[src/rtl/sbm_pkg.sv]
package sbm_pkg;
    typedef enum logic [2:0] {
        S_IDLE = 3'd0,
        S_ADDR = 3'd1,
        S_STRB = 3'd2,
        S_WAIT = 3'd3,
        S_SAMP = 3'd4,
        S_DONE = 3'd5
    } sbm_state_e;
endpackage

[src/rtl/sbm_seq.sv]
module sbm_seq
    import sbm_pkg::*;
(
    input  logic       clk,
    input  logic       rst_n,
    input  logic       accept,
    input  logic       wait_n,
    output sbm_state_e state
);
    sbm_state_e state_nx;

    always_ff @(posedge clk or negedge rst_n) begin
        if (!rst_n) state <= S_IDLE;
        else        state <= state_nx;
    end

    always_comb begin
        state_nx = state;
        unique case (state)
            S_IDLE:  if (accept) state_nx = S_ADDR;
            S_ADDR:  state_nx = S_STRB;
            S_STRB:  state_nx = wait_n ? S_SAMP : S_WAIT;
            S_WAIT:  state_nx = wait_n ? S_SAMP : S_WAIT;
            S_SAMP:  state_nx = S_DONE;
            S_DONE:  state_nx = S_IDLE;
            default: state_nx = S_IDLE;
        endcase
    end


    wait_hold_chk: assert property (@(posedge clk) disable iff (!rst_n)
        ((state == S_STRB || state == S_WAIT) && !wait_n) |=> (state == S_WAIT));


    t1_to_t2_chk: assert property (@(posedge clk) disable iff (!rst_n)
        (state == S_ADDR) |=> (state == S_STRB));
endmodule

[src/rtl/sbm_req_hold.sv]
module sbm_req_hold #(
    parameter int ADDR_W = 16,
    parameter int DATA_W = 16
) (
    input  logic              clk,
    input  logic              rst_n,
    input  logic              load,
    input  logic              in_write,
    input  logic [ADDR_W-1:0] in_addr,
    input  logic [DATA_W-1:0] in_wdata,
    output logic              hold_write,
    output logic [ADDR_W-1:0] hold_addr,
    output logic [DATA_W-1:0] hold_wdata
);
    always_ff @(posedge clk or negedge rst_n) begin
        if (!rst_n) begin
            hold_write <= 1'b0;
            hold_addr  <= '0;
            hold_wdata <= '0;
        end else if (load) begin
            hold_write <= in_write;
            hold_addr  <= in_addr;
            hold_wdata <= in_wdata;
        end
    end
endmodule

[src/rtl/sbm_rd_capture.sv]
module sbm_rd_capture #(
    parameter int DATA_W = 16
) (
    input  logic              clk,
    input  logic              rst_n,
    input  logic              capture,
    input  logic [DATA_W-1:0] bus_word,
    output logic [DATA_W-1:0] held_word
);
    always_ff @(posedge clk or negedge rst_n) begin
        if (!rst_n)       held_word <= '0;
        else if (capture) held_word <= bus_word;
    end
endmodule

[src/rtl/sync_bus_master.sv]
module sync_bus_master
    import sbm_pkg::*;
#(
    parameter int ADDR_W = 16,
    parameter int DATA_W = 16
) (
    input  logic              clk,
    input  logic              rst_n,
    input  logic              req_start,
    input  logic              req_write,
    input  logic [ADDR_W-1:0] req_addr,
    input  logic [DATA_W-1:0] req_wdata,
    output logic              req_ready,
    output logic              rsp_done,
    output logic [DATA_W-1:0] rsp_rdata,
    output logic [ADDR_W-1:0] bus_addr,
    output logic              bus_mreq_n,
    output logic              bus_rd_n,
    input  logic              bus_wait_n,
    output logic [DATA_W-1:0] bus_wdata,
    output logic              bus_wdata_oe,
    input  logic [DATA_W-1:0] bus_rdata
);
    sbm_state_e        state;
    logic              accept;
    logic              strobing;
    logic              hold_write;
    logic [ADDR_W-1:0] hold_addr;
    logic [DATA_W-1:0] hold_wdata;

    assign accept = req_start && (state == S_IDLE);

    sbm_seq u_seq (
        .clk    (clk),
        .rst_n  (rst_n),
        .accept (accept),
        .wait_n (bus_wait_n),
        .state  (state)
    );

    sbm_req_hold #(.ADDR_W(ADDR_W), .DATA_W(DATA_W)) u_hold (
        .clk        (clk),
        .rst_n      (rst_n),
        .load       (accept),
        .in_write   (req_write),
        .in_addr    (req_addr),
        .in_wdata   (req_wdata),
        .hold_write (hold_write),
        .hold_addr  (hold_addr),
        .hold_wdata (hold_wdata)
    );

    sbm_rd_capture #(.DATA_W(DATA_W)) u_cap (
        .clk       (clk),
        .rst_n     (rst_n),
        .capture   ((state == S_SAMP) && !hold_write),
        .bus_word  (bus_rdata),
        .held_word (rsp_rdata)
    );

    always_comb begin
        strobing = 1'b0;
        unique case (state)
            S_STRB, S_WAIT, S_SAMP: strobing = 1'b1;
            default:                strobing = 1'b0;
        endcase
        req_ready    = (state == S_IDLE);
        rsp_done     = (state == S_DONE);
        bus_addr     = hold_addr;
        bus_wdata    = hold_wdata;
        bus_mreq_n   = !strobing;
        bus_rd_n     = !(strobing && !hold_write);
        bus_wdata_oe = strobing && hold_write;
    end


    busy_after_accept_chk: assert property (@(posedge clk) disable iff (!rst_n)
        (req_start && req_ready) |=> !req_ready);


    addr_setup_chk: assert property (@(posedge clk) disable iff (!rst_n)
        $fell(bus_mreq_n) |-> $stable(bus_addr));


    addr_hold_chk: assert property (@(posedge clk) disable iff (!rst_n)
        (!bus_mreq_n && $past(!bus_mreq_n)) |-> $stable(bus_addr));


    rd_inside_mreq_chk: assert property (@(posedge clk) disable iff (!rst_n)
        bus_mreq_n |-> bus_rd_n);


    rd_fall_with_mreq_chk: assert property (@(posedge clk) disable iff (!rst_n)
        $fell(bus_rd_n) |-> $fell(bus_mreq_n));


    wdata_oe_window_chk: assert property (@(posedge clk) disable iff (!rst_n)
        bus_wdata_oe |-> (!bus_mreq_n && bus_rd_n));


    strobe_wait_chk: assert property (@(posedge clk) disable iff (!rst_n)
        (!bus_mreq_n && !bus_wait_n) |=> !bus_mreq_n);


    done_after_release_chk: assert property (@(posedge clk) disable iff (!rst_n)
        $rose(bus_mreq_n) |-> rsp_done);


    done_single_chk: assert property (@(posedge clk) disable iff (!rst_n)
        rsp_done |=> !rsp_done);
endmodule

[config.mk]
export PLATFORM = sky130hd
export DESIGN_NAME = sync_bus_master
export DESIGN_NICKNAME = d
export VERILOG_FILES = /design/src/rtl/sbm_pkg.sv /design/src/rtl/sbm_seq.sv /design/src/rtl/sbm_req_hold.sv /design/src/rtl/sbm_rd_capture.sv /design/src/rtl/sync_bus_master.sv
export SDC_FILE = /design/constraint.sdc
export NUM_CORES = 1
export LEC_CHECK = 0
export CORE_MARGIN = 3
export CORE_UTILIZATION = 30
export CTS_CLUSTER_SIZE = 28
export DETAILED_ROUTE_END_ITERATION = 10
export REMOVE_ABC_BUFFERS = 1
export SKIP_LAST_GASP = 1
export SLEW_MARGIN = 20
export SYNTH_ARGS = -nofsm -noshare
export SYNTH_HDL_FRONTEND = slang
export SYNTH_SLANG_ARGS = --single-unit
[constraint.sdc]
create_clock -name clk -period 2.5 [get_ports clk]
set_clock_uncertainty 0.15 [all_clocks]
set_input_delay 0.5 -clock clk [delete_from_list [all_inputs] [get_ports clk]]
set_output_delay 0.5 -clock clk [all_outputs]
set_load 0.01 [all_outputs]
==> results.cfg, run 1 <==
[outcome]
status = completed

[power_and_ir_drop]
powerDensity_nw_per_um2 = 1204
irDropWorstVdd_mv = 0.5820
power_leakage_nw = 1.338
comb_power_share_pct = 49.2
p_clk_share_pct = 11.7
p_int_mw = 2.728
p_switching_mw = 1.205
seqPwrFrac_pct = 39.1
sw_frac_of_total_pct = 30.64
p_total_mw = 3.934

[grt]
antenna_found_initial = 0
grt_max_degree = 34
grt_pass1_wl_mm = 7.638
grt_use_total_pct = 12.80
grt-ovfl-total = 0
grt_pass1_vias = 1544

[synth]
postSynth.asyncResetShare_pct = 100.0
synth-main-ff-cell = dfrtp_1
ys_seq_area_share_pct = 63.92
synth_area_per_cell_sq_um = 16.82
ys_types = 18
syn_inst = 121
ys_warn_count = 0
ys_ff_latch = 52
synth_edf_count = 0
syn_area_sq_um = 2036

[timing]
hold_ws_ns = 0.03204
hold_violations = 0
finalSetupViolCount = 0
relSlewSlack_pct = 62.14
period_minus_slack_ns = 2.395
drv_slew = 0
min_period_over_period_pct = 95.79
fmax_ghz = 0.4176
grt_setup_unrepaired = false
tightestPinTransition_ns = 0.5680
fin_setup_tns_ns = 0

[route]
drc = 0
dr.pass1.iters = 4
wirelength_mm = 4.696
drtIter0Drc = 43
ant_nets = 0
vias_per_cell = 4.576
wl_per_cell_um = 15.20
num_vias = 1414

[clocking]
numCtsBuffers = 5
path_clk_slew_ns = 0.09
tritoncts = built
clock_latency_ns = 0.30
clock_sinks = 52
postCtsSetupBuffers = 0
cts_max_path_buffers = 2
root_buffer = clkbuf_8
htreeDepth = 2

[critical_path]
critPathRequiredTime_ns = 1.85
path_class = register to output port
crit_arrival_ns = 1.74
cp-end-kind = output port
worstPathMaxFanout = 8
start_kind = register

[final_layout]
drive_above_1_share_pct = 28.02
area_growth_pct = 60.48
fillers = 587
fin_nets = 285
utilization_pct = 50.58
multiInputGateArea_sq_um = 691.9
antenna_cells = 0
final_area_sq_um = 3267
regArea_sq_um = 1305

[placed_design]
gp_congestion = 0.7726
hpwl_mm = 3.443
placed_cell_area_sq_um = 3171
io_buffers = 105

[die]
dieArea_sq_um = 7810
ioPinCount = 106
die_w_um = 88.38
num_rows = 29
initial_utilization_pct = 31.52
die_height_um = 88.38
core-area_sq_um = 6459

[run]
cap_violations = 0

[min_path]
min-delay-path-class = input pin to async pin
power by group through the flow:
stage               sequential, mW  clock (mW)  combinational (mW)
floorplan                     1.72           0               0.637
global placement              1.52           0                1.95
detailed placement            1.54           0                1.95
CTS                           1.53       0.491                1.96
global route                  1.60       0.526                2.09
finish                        1.54       0.460                1.94
cells in the mapped netlist, types with 2 or more instances:
cell     number  share of area [%]
dfrtp_1      52                 64
mux2_2       46                 25
buf_6         4                2.2
mux2_1        3                1.7
nor2_1        2               0.37
nor4b_4       2                2.3
cells by family (layout without fill, tap and decap cells):
kind of cell    count (synthesis)  in the layout  share of synthesized area [%]
compound gates                  5              5                          1.906
buf+inv                         6            117                          2.642
flops                          52             52                          63.92
mux                            49             49                          27.11
simple gates                    9              9                          4.426
stage by stage:
| stage | setup slack, ns | std cells |
|---|---|---|
| 2_1_floorplan | 0.1298 | 116 |
| 3_3_place_gp | 0.2935 | 302 |
| 3_5_place_dp | 0.2656 | 302 |
| 4_1_cts | 0.04017 | 309 |
| 5_1_grt | 0.007639 | 309 |
| 6_report | 0.1053 | 309 |
critical path: stages (launching register included):
cell and delay, ns:
dfrtp_2 0.48, and2b_1 0.30, o21a_1 0.15, clkdlybuf4s50_1 0.52
layer usage:
metal	routed length, um	GRT usage, %	vias up
met1	1786	14.33	695
met2	2092	18.97	73
met4	20	3.297	0
met3	796	10.24	2
li1	-	-	644
met5	0	0	-
state kept, by name, indices dropped and copies added (netlist names):
register           count
u_hold.hold_addr      16
u_hold.hold_wdata     16
u_seq.state            3
u_hold.hold_write      1
u_cap.held_word       16
cells in the final DEF, fill, tap and decap left out, types with 2 or more instances in the layout:
cell and n:
buf_4 3, clkbuf_8 5, clkdlybuf4s50_1 104, dfrtp_1 49, dfrtp_2 3, mux2_1 3
mux2_2 46, nor2_1 2, nor4b_4 2
worst paths after layout:
path / slack (ns) / to / cells after the start / from
setup / recovery: 0.11 / bus_wdata_oe / 3 / u_seq.state[2]
hold / removal: 0.03 / u_hold.hold_addr[10] / 1 / rst_n
setup reg to reg: 0.79 / u_hold.hold_wdata[10] / 3 / u_seq.state[0]
hold reg to reg: 0.34 / u_cap.held_word[3] / 1 / u_cap.held_word[3]
max in group asynchronous: 1.54 / u_hold.hold_addr[1] / 2 / rst_n
min in group clk: 0.34 / u_cap.held_word[3] / 1 / u_cap.held_word[3]
area by class of cell:
class | instances | area share [%]
clock buffer | 5 | 2.106
clock inverter | 2 | 0.3830
inverter | 1 | 0.1149
multi-input combinational | 63 | 21.18
sequential | 52 | 39.95
tap | 77 | 2.949
timing repair buffer | 109 | 33.32
timing repair:
item,CTS,global route
hold buffers,0,0
setup endpoints to repair,1,2
gates resized for setup,1,4
Power figures use the tool's default switching activity.
==> run 2: changes to the inputs <==
- GPL_ROUTABILITY_DRIVEN: not set -> 0
- HOLD_SLACK_MARGIN: not set -> 0.15
- SKIP_CTS_REPAIR_TIMING: not set -> 1
==> run 2 against run 1 <==
Compared with the run above: utilization rose by 0.15 points; wire length hardly changed; hold slack improved by 0.31 ns; flip-flop and latch count is the same; first-iteration DRC count grew 14%; critical path depth did not move; power hardly changed; clock power about the same; cell area up 0.31%; combinational power hardly changed; critical path type unchanged; largest power group unchanged.
==> results.cfg, run 2 (synthesis gave the netlist of run 1 again) <==
[grt]
grt_use_total_pct = 12.77
grt_pass1_vias = 1538
grt-ovfl-total = 0
grt_max_degree = 34
antenna_found_initial = 0
grt_pass1_wl_mm = 7.610

[final_layout]
fin_nets = 286
drive_above_1_share_pct = 27.90
fillers = 583
regArea_sq_um = 1305
top_regs = u_cap.held_word x16, u_hold.hold_addr x16, u_hold.hold_wdata x16
mostFrequentLayoutCells = clkdlybuf4s50_1 (104), dfrtp_1 (49), mux2_2 (46)
antenna_cells = 0
layout_commonest_cell = clkdlybuf4s50_1
multiInputGateArea_sq_um = 691.9
area_growth_pct = 60.97

[die]
die_w_um = 88.38
initial_utilization_pct = 31.52
ioPinCount = 106
dieArea_sq_um = 7810
core-area_sq_um = 6459
die_height_um = 88.38
num_rows = 29

[outcome]
status = completed

[route]
num_vias = 1413
dr.pass1.iters = 4
vias_per_cell = 4.558
drc = 0
drtIter0Drc = 49
ant_nets = 0
wirelength_mm = 4.698
wl_per_cell_um = 15.15

[placed_design]
io_buffers = 105
hpwl_mm = 3.443

[power_and_ir_drop]
power_leakage_nw = 1.343
p_total_mw = 3.934
powerDensity_nw_per_um2 = 1201
irDropWorstVdd_mv = 0.5825

[critical_path]
start_kind = register
crit_chain = and2b_1 > o21a_1 > clkdlybuf4s50_1
crit_arrival_ns = 1.74
path_class = register to output port
max_stage_delay_ns = 0.52
cp-end-kind = output port
slowest_stage = clkdlybuf4s50_1
crit_buf_inv = 1
critPathTopFamily = buffers and inverters
worstPathMaxFanout = 8
critPathRequiredTime_ns = 1.85

[timing]
drv_slew = 0
hold_ws_ns = 0.3441
grt_setup_unrepaired = false
finalSetupViolCount = 0
relSlewSlack_pct = 62.01
period_minus_slack_ns = 2.391
hold_violations = 0
tightestPinTransition_ns = 0.5698
fmax_ghz = 0.4183
min_period_over_period_pct = 95.64

[clocking]
root_buffer = clkbuf_8
numCtsBuffers = 5
cts_max_path_buffers = 2
path_clk_slew_ns = 0.09
clock_sinks = 52
htreeDepth = 2
tritoncts = built
clock_latency_ns = 0.30

[min_path]
min-delay-path-class = register to register

[run]
cap_violations = 0
## run 2: metal layers
metal | share of wire, % | up-vias | track usage, %
met5 | 0 | - | 0
met4 | 0.43 | 0 | 3.297
li1 | - | 646 | -
met1 | 38 | 692 | 14.33
met3 | 17 | 2 | 10.24
met2 | 44 | 73 | 18.83
## run 2: through the flow
step | setup slack [ns] | instance area (sq um) | utilization [%] | setup TNS, ns | cells
finish | 0.1091 | 3277 | 50.74 | 0 | 310
global route | 0.009118 | 3277 | 50.74 | 0 | 310
CTS | -0.08679 | 3252 | 50.35 | -0.08679 | 309
detailed placement | 0.2656 | 3171 | 49.09 | 0 | 302
global placement | 0.2935 | 3171 | 49.09 | 0 | 302
floorplan | 0.1298 | 1986 | - | 0 | 116
## run 2: layout make-up
| type | count | share of cell area, % |
|---|---|---|
| clock inverter | 2 | 0.3818 |
| timing repair buffer | 110 | 33.52 |
| clock buffer | 5 | 2.100 |
| inverter | 1 | 0.1145 |
| multi-input combinational | 63 | 21.11 |
| tap | 77 | 2.940 |
| sequential | 52 | 39.82 |
## run 2: path summary, 6_finish.rpt
check	endpoint	cells after the start	start	slack (ns)
min in group asynchronous	u_hold.hold_addr[10]	2	rst_n	0.57
setup / recovery	bus_wdata_oe	3	u_seq.state[2]	0.11
hold reg to reg	u_cap.held_word[3]	1	u_cap.held_word[3]	0.34
setup reg to reg	u_hold.hold_wdata[10]	3	u_seq.state[0]	0.79
max in group asynchronous	u_hold.hold_addr[1]	3	rst_n	0.99
hold / removal	u_cap.held_word[3]	1	u_cap.held_word[3]	0.34
## run 2: power breakdown
part	internal [mW]	leakage (nW)	total [mW]	switching [mW]
Clock	0.190	0.0400	0.460	0.270
Combinational	1.27	0.687	1.94	0.671
Sequential	1.27	0.616	1.54	0.263
